### config.mk
export PLATFORM = sky130hd
export DESIGN_NAME = macsec_tx_framer
export DESIGN_NICKNAME = d
export VERILOG_FILES = /design/src/rtl/mst_pkg.sv /design/src/rtl/mst_tag_reg.sv /design/src/rtl/mst_icv_mux.sv /design/src/rtl/mst_ctrl.sv /design/src/rtl/macsec_tx_framer.sv
export SDC_FILE = /design/constraint.sdc
export NUM_CORES = 1
export LEC_CHECK = 0
export BUFFER_PORTS_ARGS = -buffer_cell sky130_fd_sc_hd__buf_2
export CORE_MARGIN = 2
export CORE_UTILIZATION = 40
export DETAILED_ROUTE_END_ITERATION = 16
export PLACE_DENSITY = 0.7
export SLEW_MARGIN = 20
export SYNTH_ARGS = -nofsm -noshare
export SYNTH_HDL_FRONTEND = slang
export SYNTH_SLANG_ARGS = --single-unit
### constraint.sdc
create_clock -name clk -period 9.15 [get_ports clk]
set_input_delay 1.3725 -clock clk [delete_from_list [all_inputs] [get_ports clk]]
set_output_delay 1.3725 -clock clk [all_outputs]
set_load 0.05 [all_outputs]
### src/rtl/mst_pkg.sv
package mst_pkg;

    localparam int ADDR_BYTES = 12;
    localparam int TAG_SHORT  = 8;
    localparam int TAG_LONG   = 16;
    localparam int SC_BIT     = 5;
    localparam logic [15:0] SEC_ETYPE = 16'h88E5;

    typedef enum logic [2:0] {
        ST_IDLE,
        ST_ADDR,
        ST_TAG,
        ST_PAY,
        ST_ICV,
        ST_BYP
    } phase_e;

    typedef enum logic [1:0] {
        SRC_IN,
        SRC_TAG,
        SRC_CIPH,
        SRC_ICV
    } src_e;

    typedef struct packed {
        logic        sci_en;
        logic [7:0]  tci;
        logic [7:0]  slen;
        logic [31:0] pn;
        logic [63:0] sci;
    } tag_cfg_t;

    function automatic logic [7:0] tag_byte(input tag_cfg_t c, input logic [3:0] idx);
        logic [7:0] b;
        case (idx)
            4'd0: b = SEC_ETYPE[15:8];
            4'd1: b = SEC_ETYPE[7:0];
            4'd2: begin
                b = c.tci;
                b[SC_BIT] = c.sci_en;
            end
            4'd3: b = c.slen;
            4'd4, 4'd5, 4'd6, 4'd7: b = c.pn[8*(7 - int'(idx)) +: 8];
            default: b = c.sci[8*(15 - int'(idx)) +: 8];
        endcase
        return b;
    endfunction

endpackage

### src/rtl/mst_tag_reg.sv
module mst_tag_reg
    import mst_pkg::*;
#(
    parameter int CNT_W = 4
) (
    input  logic             clk,
    input  logic             rst,
    input  logic             load,
    input  tag_cfg_t         cfg_in,
    input  logic [CNT_W-1:0] idx,
    output logic [7:0]       tag_data,
    output logic [CNT_W-1:0] tag_last
);
    tag_cfg_t cfg_q;

    always_ff @(posedge clk) begin
        if (rst)       cfg_q <= '0;
        else if (load) cfg_q <= cfg_in;
    end

    always_comb begin
        tag_data = tag_byte(cfg_q, 4'(idx));
        tag_last = cfg_q.sci_en ? CNT_W'(TAG_LONG - 1) : CNT_W'(TAG_SHORT - 1);
    end
endmodule

### src/rtl/mst_icv_mux.sv
module mst_icv_mux #(
    parameter int ICV_BYTES = 16,
    parameter int CNT_W     = 4
) (
    input  logic [8*ICV_BYTES-1:0] icv,
    input  logic [CNT_W-1:0]       idx,
    output logic [7:0]             icv_byte
);
    logic [7:0] lane [ICV_BYTES];

    for (genvar g = 0; g < ICV_BYTES; g++) begin : g_lane
        assign lane[g] = icv[8*(ICV_BYTES-1-g) +: 8];
    end

    always_comb begin
        icv_byte = 8'h00;
        for (int k = 0; k < ICV_BYTES; k++)
            if (idx == CNT_W'(k)) icv_byte = lane[k];
    end
endmodule

### src/rtl/mst_ctrl.sv
module mst_ctrl
    import mst_pkg::*;
#(
    parameter int ICV_BYTES = 16,
    parameter int CNT_W     = 4
) (
    input  logic             clk,
    input  logic             rst,
    input  logic             in_valid,
    input  logic             in_sof,
    input  logic             in_eof,
    input  logic             out_ready,
    input  logic             icv_valid,
    input  logic             bypass,
    input  logic [CNT_W-1:0] tag_last,
    output logic             in_ready,
    output logic             out_valid,
    output logic             out_sof,
    output logic             out_eof,
    output logic             load_cfg,
    output logic             icv_done,
    output logic             pt_valid,
    output src_e             src,
    output logic [CNT_W-1:0] cnt
);
    localparam logic [CNT_W-1:0] ADDR_LAST = CNT_W'(ADDR_BYTES - 1);
    localparam logic [CNT_W-1:0] ICV_LAST  = CNT_W'(ICV_BYTES - 1);

    phase_e st;
    logic   in_fire, out_fire;

    assign in_fire  = in_valid && in_ready;
    assign out_fire = out_valid && out_ready;

    always_comb begin
        in_ready  = 1'b0;
        out_valid = 1'b0;
        out_sof   = 1'b0;
        out_eof   = 1'b0;
        pt_valid  = 1'b0;
        icv_done  = 1'b0;
        src       = SRC_IN;
        case (st)
            ST_IDLE: begin
                in_ready  = out_ready;
                out_valid = in_valid && in_sof;
                out_sof   = 1'b1;
                out_eof   = in_eof && bypass;
            end
            ST_ADDR: begin
                in_ready  = out_ready;
                out_valid = in_valid;
            end
            ST_TAG: begin
                out_valid = 1'b1;
                src       = SRC_TAG;
            end
            ST_PAY: begin
                in_ready  = out_ready;
                out_valid = in_valid;
                pt_valid  = in_valid;
                src       = SRC_CIPH;
            end
            ST_ICV: begin
                out_valid = icv_valid;
                out_eof   = (cnt == ICV_LAST);
                icv_done  = icv_valid && out_ready && (cnt == ICV_LAST);
                src       = SRC_ICV;
            end
            ST_BYP: begin
                in_ready  = out_ready;
                out_valid = in_valid;
                out_eof   = in_eof;
            end
            default: ;
        endcase
    end

    assign load_cfg = (st == ST_IDLE) && in_fire && in_sof;

    always_ff @(posedge clk) begin
        if (rst) begin
            st  <= ST_IDLE;
            cnt <= '0;
        end else begin
            case (st)
                ST_IDLE:
                    if (in_fire && in_sof) begin
                        if (bypass) begin
                            st <= in_eof ? ST_IDLE : ST_BYP;
                        end else begin
                            st  <= ST_ADDR;
                            cnt <= CNT_W'(1);
                        end
                    end
                ST_ADDR:
                    if (in_fire) begin
                        if (cnt == ADDR_LAST) begin
                            st  <= ST_TAG;
                            cnt <= '0;
                        end else begin
                            cnt <= cnt + 1'b1;
                        end
                    end
                ST_TAG:
                    if (out_fire) begin
                        if (cnt == tag_last) begin
                            st  <= ST_PAY;
                            cnt <= '0;
                        end else begin
                            cnt <= cnt + 1'b1;
                        end
                    end
                ST_PAY:
                    if (in_fire && in_eof) begin
                        st  <= ST_ICV;
                        cnt <= '0;
                    end
                ST_ICV:
                    if (out_fire) begin
                        if (cnt == ICV_LAST) begin
                            st  <= ST_IDLE;
                            cnt <= '0;
                        end else begin
                            cnt <= cnt + 1'b1;
                        end
                    end
                ST_BYP:
                    if (in_fire && in_eof) st <= ST_IDLE;
                default: st <= ST_IDLE;
            endcase
        end
    end
endmodule

### src/rtl/macsec_tx_framer.sv
module macsec_tx_framer
    import mst_pkg::*;
#(
    parameter int ICV_BYTES = 16
) (
    input  logic                   clk,
    input  logic                   rst,
    input  logic                   fwd_mode,
    input  logic                   sci_incl,
    input  logic [7:0]             tci_an,
    input  logic [7:0]             short_len,
    input  logic [31:0]            pkt_num,
    input  logic [63:0]            chan_id,
    input  logic                   in_valid,
    input  logic [7:0]             in_data,
    input  logic                   in_sof,
    input  logic                   in_eof,
    output logic                   in_ready,
    output logic                   pt_valid,
    output logic [7:0]             pt_data,
    input  logic [7:0]             ct_data,
    input  logic                   icv_valid,
    input  logic [8*ICV_BYTES-1:0] icv_value,
    output logic                   icv_done,
    output logic                   out_valid,
    output logic [7:0]             out_data,
    output logic                   out_sof,
    output logic                   out_eof,
    input  logic                   out_ready
);
    localparam int MAX_CNT = (ICV_BYTES > TAG_LONG) ? ICV_BYTES : TAG_LONG;
    localparam int CNT_W   = $clog2(MAX_CNT);

    tag_cfg_t         cfg_in;
    logic             load_cfg;
    logic [CNT_W-1:0] cnt, tag_last;
    logic [7:0]       tag_data, icv_byte;
    src_e             src;

    assign cfg_in = '{sci_en: sci_incl, tci: tci_an, slen: short_len,
                      pn: pkt_num, sci: chan_id};
    assign pt_data = in_data;

    mst_ctrl #(.ICV_BYTES(ICV_BYTES), .CNT_W(CNT_W)) u_ctrl (
        .clk(clk), .rst(rst),
        .in_valid(in_valid), .in_sof(in_sof), .in_eof(in_eof),
        .out_ready(out_ready), .icv_valid(icv_valid), .bypass(fwd_mode),
        .tag_last(tag_last),
        .in_ready(in_ready), .out_valid(out_valid), .out_sof(out_sof),
        .out_eof(out_eof), .load_cfg(load_cfg), .icv_done(icv_done),
        .pt_valid(pt_valid), .src(src), .cnt(cnt)
    );

    mst_tag_reg #(.CNT_W(CNT_W)) u_tag (
        .clk(clk), .rst(rst), .load(load_cfg), .cfg_in(cfg_in),
        .idx(cnt), .tag_data(tag_data), .tag_last(tag_last)
    );

    mst_icv_mux #(.ICV_BYTES(ICV_BYTES), .CNT_W(CNT_W)) u_icv (
        .icv(icv_value), .idx(cnt), .icv_byte(icv_byte)
    );

    always_comb begin
        case (src)
            SRC_TAG:  out_data = tag_data;
            SRC_CIPH: out_data = ct_data;
            SRC_ICV:  out_data = icv_byte;
            default:  out_data = in_data;
        endcase
    end
endmodule

==> results of run 1 <==
synthesized netlist by cell type, drive strengths merged, types with 4 or more instances:
library cell and number:
nand2 271, a21oi 150, dfxtp 119, buf 57, nor2 50, clkbuf 34, o21ai 31, mux4 23
inv 16, a221oi 14, o211ai 13, a22oi 12, a31oi 12, nand2b 12, nor3 10, nand3 9
o22ai 9, nor2b 8, nand3b 7, o221a 7, a21o 6, nor3b 6, o21a 6, o221ai 6
a211o 4, a211oi 4, a22o 4, a311oi 4, a32oi 4, and2 4, ha 4, nand4 4
o2111ai 4, o32ai 4
placed cells by master (no fill, tap or decap), types with 4 or more instances in the layout:
master and n:
o22ai_1 9, nand2_1 271, nor2_1 48, diode_2 8, a211o_1 4, o21a_1 6
nor2b_1 8, nand4_1 4, nor3_1 9, clkinv_2 4, mux4_2 20, a211oi_1 4
a221oi_1 14, buf_2 284, o221a_2 7, nor3b_1 6, a22oi_1 12, o21ai_0 29
nand3_1 7, dfxtp_1 117, nand3b_1 7, a21o_1 6, o211ai_1 13, a31oi_1 12
o2111ai_1 4, inv_1 16, buf_4 10, clkbuf_16 17, o32ai_1 4, a311oi_1 4
nand2b_1 12, a21oi_1 149, clkinvlp_4 4, a22o_1 4, o221ai_1 6
state kept, by name, summed over array words and instances, names as in the netlist:
| register | cells |
|---|---|
| u_ctrl.st | 3 |
| u_ctrl.cnt | 4 |
| u_tag.cfg_q | 112 |
power groups by stage:
stage,logic [mW],clock network (mW),registers (mW)
5_1_grt,0.271,0.633,0.557
3_5_place_dp,0.247,0,0.565
4_1_cts,0.248,0.608,0.555
6_report,0.249,0.596,0.555
2_1_floorplan,0.156,0,0.555
3_3_place_gp,0.246,0,0.565
final timing paths:
| path | cells past startpoint | end | slack (ns) | startpoint |
|---|---|---|---|---|
| max | 8 | out_data[1] | 3.59 | u_ctrl.cnt[0] |
| min reg2reg | 2 | u_tag.cfg_q[96] | 0.45 | u_tag.cfg_q[96] |
| min | 2 | u_tag.cfg_q[96] | 0.45 | u_tag.cfg_q[96] |
| max reg2reg | 7 | u_ctrl.cnt[0] | 6.06 | u_ctrl.cnt[0] |
final cells by class:
type,count,area [um2]
fill,1900,8740
multi-input combinational,751,4440
sequential,119,2380
timing repair buffer,294,1500
clock buffer,21,450
tap,229,287
clock inverter,9,80.1
inverter,17,63.8
antenna,8,20.0
per-layer routing:
layer	wire (um)	global-route usage
met5	17	0
met2	13000	0.446
met4	1100	0.135
met3	2000	0.0657
met1	11100	0.333
worst reg2reg max path, stage by stage (launching register included):
cell and delay [ns]:
dfxtp_2 0.89, ha_2 0.33, buf_4 0.53, nand2_1 0.27, o21ai_1 0.27, nand2_1 0.16, a2111oi_0 0.44, nor3_1 0.09
logic make-up after synthesis:
kind of cell	Yosys count	synth area share
xor+xnor	3	0.00359
compound gates	318	0.279
mux	28	0.0796
flops	119	0.325
buf+inv	108	0.0704
fa+ha+maj	4	0.00683
simple gates	398	0.235
==> impl_metrics.tcl, run 1 <==
set metrics [dict create \
    postCtsSetupBuffers 0 \
    overflow 0 \
    crit_arrival_ns 4.18 \
    ys_seq_area_frac 0.325 \
    hold_viol 0 \
    row_count 49 \
    crit_fanout 52 \
    track_usage 0.271 \
    p_switching_mw 0.384 \
    peakVddDrop_v 0.000128 \
    crit_family "buffers and inverters" \
    htreeDepth 4 \
    powerDensity_nw_per_um2 152 \
    grt_pass1_wl_um 41700 \
    cts_resized 0 \
    antenna_left 0 \
    start_util 0.408 \
    crit_type "reg -> out" \
    tightestPinTransition_ns 1.10 \
    ios 287 \
    ys_ff_latch 119 \
    num_vias 8134 \
    slowest_stage "dfxtp_2" \
    gp_congestion 0.867 \
    critical_path.startpoint_type "register" \
    timing.fmax_mhz 180 \
    post_drt_wl_per_cell_um 18.8 \
    synthFlopType "dfxtp_1" \
    antenna_found_initial 10 \
    avgSynthCellArea_um2 7.49 \
    vias_per_cell 5.62 \
    rsz0062_at_grt "false" \
    yosys.area.top_type_share 0.325 \
    layout.cells.non_filler 1448 \
    cp.required_ns 7.78 \
    cp_slowest_stage_delay_ns 0.89 \
    grt_max_degree 110 \
    wl_um 27300 \
    dpl-instance-area_um2 8670 \
    clock_skew_ns 0.00890 \
    crit_path_end_kind "primary output" \
    yosys_warnings 0 \
    stdcell_area_um2 9230 \
    layout_setup_ws_ns 3.59 \
    drive_gt1_frac 0.303 \
    pwr-share-seq 0.396 \
    synth_area_um2 7330 \
    synthArstFlopShare 0 \
    slew_viol_final 0 \
    hp-class "reg -> reg" \
    fin_crit_ns 5.56 \
    combPwrFrac 0.178 \
    cts_sinks 119 \
    synth_area_leader_cell "dfxtp_1" \
    min_period_over_period 0.607 \
    power.total_mw 1.40 \
    syn_nets 1247 \
    nets 1469 \
    cts_buffers 17 \
    die_h_um 139 \
    cap_violations 0 \
    synth_area_leaders "dfxtp_1 (33%), nand2_1 (14%), a21oi_1 (10%)" \
    crit_path_cell_trace "inv_1, ha_2, inv_1, o22ai_1, o221a_2, o221a_2, o211ai_1, buf_2" \
    die-area_um2 19400 \
    cellLeakagePower_nw 3.62 \
    finalSetupViolCount 0 \
    ys_types 75 \
    clk_latency_ns 0.40 \
    synth-edff-count 0 \
    core_area_um2 18000 \
    first_pass_iters 7 \
    clk_pin_slew_ns 0.06 \
    status "finished clean" \
    pwr-share-clk 0.426 \
    hpwl_um 19700 \
    path_buf_inv 3 \
    postSynthCellCount 978 \
    cts_hold_buf 0 \
    internal_power_mw 1.02 \
    dp_cells 1410 \
    port_buffers 285 \
    slew_headroom 0.265 \
    clockBufferDepth 2 \
    first_global_vias 7720 \
    final_core_util 0.514 \
    holdWs_ns 0.450 \
    drtIter0Drc 553 \
    setup-tns-final_ns 0 \
    die_w_um 139 \
    pre_cts_ws_ns 3.98 \
    cts-root-buf "clkbuf_16" \
    cts_tree "built" \
    area_growth_pct 25.9 \
    netSwitchingFraction 0.274 \
    drc 0 \
]
No activity file was read; power rests on OpenSTA's default activity.
==> run 2: changes to the inputs <==
--- a/config.mk
+++ b/config.mk
@@ -5,11 +5,12 @@
 export SDC_FILE = /design/constraint.sdc
 export NUM_CORES = 1
 export LEC_CHECK = 0
+export ABC_AREA = 1
 export BUFFER_PORTS_ARGS = -buffer_cell sky130_fd_sc_hd__buf_2
 export CORE_MARGIN = 2
 export CORE_UTILIZATION = 40
 export DETAILED_ROUTE_END_ITERATION = 16
-export PLACE_DENSITY = 0.7
+export PLACE_DENSITY = 0.72
 export SLEW_MARGIN = 20
 export SYNTH_ARGS = -nofsm -noshare
 export SYNTH_HDL_FRONTEND = slang
==> constraint.sdc (replaced) <==
create_clock -name clk -period 4.7 [get_ports clk]
set_input_delay 0.705 -clock clk [delete_from_list [all_inputs] [get_ports clk]]
set_output_delay 0.705 -clock clk [all_outputs]
set_load 0.05 [all_outputs]
==> run 2 against run 1 <==
Synthesized area about the same. Wire length decreased by 6.6%. Highest routed layer is now met4. Non-clock buffer count decreased by 1. Critical endpoint is now out_data[7]. Core utilization grew 0.65 points. Die area hardly changed. Design area up 1.3%. Sequential share of layout area down 0.34 points. Global-route usage fell by 2.2 points. Clock-buffer cell count is 1 lower. Worst hold slack better by 0.056 ns. First-iteration DRC count grew 29%.
==> impl_metrics.tcl, run 2 <==
set metrics [dict create \
    status "finished clean" \
    final_cell_mix "nor2_1 (379), buf_2 (285), nand2_1 (235), o21ai_0 (173), dfxtp_1 (118)" \
    first_pass_iters 5 \
    yosys_warnings 0 \
    overflow 0 \
    final_core_util 0.520 \
    crit_cells 13 \
    cts_sinks 119 \
    critPathLaunch "u_ctrl.cnt[1]" \
    ios 287 \
    synthArstFlopShare 0 \
    ys_ff_latch 119 \
    track_usage 0.249 \
    ys_seq_area_frac 0.325 \
    hold_viol 0 \
    cts-root-buf "clkbuf_16" \
    regMostFlops "u_tag.cfg_q" \
    clk_pin_slew_ns 0.06 \
    gp_congestion 0.897 \
    core_area_um2 18000 \
    endpoint "out_data[7]" \
    hp-class "reg -> reg" \
    yosys.area.top_type_share 0.325 \
    cellLeakagePower_nw 4.80 \
    drc 0 \
    cts_tree "built" \
    powerDensity_nw_per_um2 467 \
    cp.required_ns 3.99 \
    clk_latency_ns 0.40 \
    crit_fanout 15 \
    timing.fmax_mhz 241 \
    fin_crit_ns 4.14 \
    crit_type "reg -> out" \
    die_h_um 139 \
    cts_buffers 17 \
    setup-tns-final_ns 0 \
    postCtsSetupBuffers 0 \
    clockBufferDepth 2 \
    cp_slowest_stage_delay_ns 0.51 \
    path_common_cell "nand2_1" \
    yosysMostFrequentCell "nor2_1" \
    path_buf_inv 3 \
    avgSynthCellArea_um2 6.03 \
    r2r_start "u_ctrl.cnt[1]" \
    crit_path_cell_trace "buf_4, ha_1, nand2_1, nor2_2, nor2_4, nand3_4, nand2_1, nand3_1, nand2_1, o2111ai_1, inv_1, a21oi_1, buf_2" \
    critical_path.startpoint_type "register" \
    row_count 49 \
    nets 1724 \
    post_drt_wl_per_cell_um 15.0 \
    cts_resized 0 \
    port_buffers 285 \
    finalSetupViolCount 0 \
    antenna_left 0 \
    area_growth_pct 27.6 \
    largest_register_ff_count 112 \
    grt_max_degree 114 \
    grt_pass1_wl_um 39400 \
    die_w_um 139 \
    ys_types 39 \
    final_common_cell "nor2_1" \
    reg2reg_to "u_ctrl.st[1]" \
    drtIter0Drc 711 \
    synth-edff-count 0 \
    slowest_stage "nor2_2" \
    min_period_over_period 0.881 \
    start_util 0.408 \
    slew_viol_final 0 \
    reg2reg_depth 12 \
    synthTopCellsByCount "nor2_1 (379), nand2_1 (235), o21ai_0 (173)" \
    crit_path_end_kind "primary output" \
    synth_area_leader_cell "dfxtp_1" \
    crit_family "simple AND/OR/NAND/NOR gates" \
    biggestRegsByFlops "u_tag.cfg_q x112, u_ctrl.cnt x4, u_ctrl.st x3" \
    holdWs_ns 0.506 \
    peakVddDrop_v 0.000230 \
    synth_area_leaders "dfxtp_1 (33%), nor2_1 (19%), nand2_1 (12%)" \
    hpwl_um 18400 \
    antenna_found_initial 0 \
    rsz0062_at_grt "false" \
    slew_headroom 0.328 \
    die-area_um2 19400 \
    antenna_cells 0 \
    cap_violations 0 \
    htreeDepth 4 \
    postSynthCellCount 1215 \
    syn_nets 1484 \
    crit_arrival_ns 3.44 \
    first_global_vias 7961 \
    synth_area_um2 7320 \
    drive_gt1_frac 0.246 \
    synthFlopType "dfxtp_1" \
    fill_cells 1900 \
    clock_skew_ns 0.00610 \
    vias_per_cell 5.10 \
    cts_hold_buf 0 \
    tightestPinTransition_ns 1.01 \
    reg2reg_slack_ns 1.77 \
    wl_um 25500 \
    num_vias 8649 \
]
run 2: through the flow:
stage               std cells  area, um2  power (mW)  setup slack (ns)
global route             1696       9340        4.62             0.165
finish                   1696       9340        4.36             0.557
floorplan                1215       7320        2.49              1.13
CTS                      1696       9340        4.37             0.534
detailed placement       1665       8730        3.04             0.980
global placement         1665       8730        3.04             0.997
run 2: power by group:
group          total [mW]  internal [mW]  switching, mW
combinational        1.77          0.545           1.23
clock                1.33          0.860          0.467
sequential           1.26           1.17         0.0830
total                4.36           2.58           1.78
run 2: worst min path at each step:
stage | from | endpoint | slack [ns] | cells after the start
global placement | u_tag.cfg_q[55] | u_tag.cfg_q[55] | 0.49 | 2
global route | chan_id[44] | u_tag.cfg_q[44] | 0.52 | 3
finish | u_tag.cfg_q[85] | u_tag.cfg_q[85] | 0.51 | 2
detailed placement | u_tag.cfg_q[10] | u_tag.cfg_q[10] | 0.49 | 2
CTS | u_tag.cfg_q[10] | u_tag.cfg_q[10] | 0.51 | 2
floorplan | u_tag.cfg_q[112] | u_tag.cfg_q[112] | 0.46 | 2
run 2: final cells by class:
class | count | area (um2) | share of cell area
clock buffer | 20 | 457 | 0.0489
clock inverter | 11 | 149 | 0.0159
inverter | 80 | 312 | 0.0334
multi-input combinational | 944 | 4260 | 0.456
sequential | 119 | 2380 | 0.255
tap | 229 | 287 | 0.0307
timing repair buffer | 293 | 1490 | 0.160
run 2: per-layer routing:
layer	vias to the layer above	GRT usage	wire length, um
li1	4389	-	-
met1	3884	0.330	11200
met2	343	0.417	12100
met3	33	0.0403	1630
met4	0	0.0781	574
met5	-	0	0
run 2: worst min-delay path, stage by stage (launching register included):
cell and delay (ns):
dfxtp_1 0.32, o21ai_0 0.08, nor2_1 0.07
run 2: cell families after synthesis:
group / after synthesis / synth area share
adders and majority gates: 4 / 0.00684
DFF: 119 / 0.325
AOI/OAI and AO/OA: 249 / 0.187
buffers and inverters: 152 / 0.0930
and+or+nand+nor: 691 / 0.388
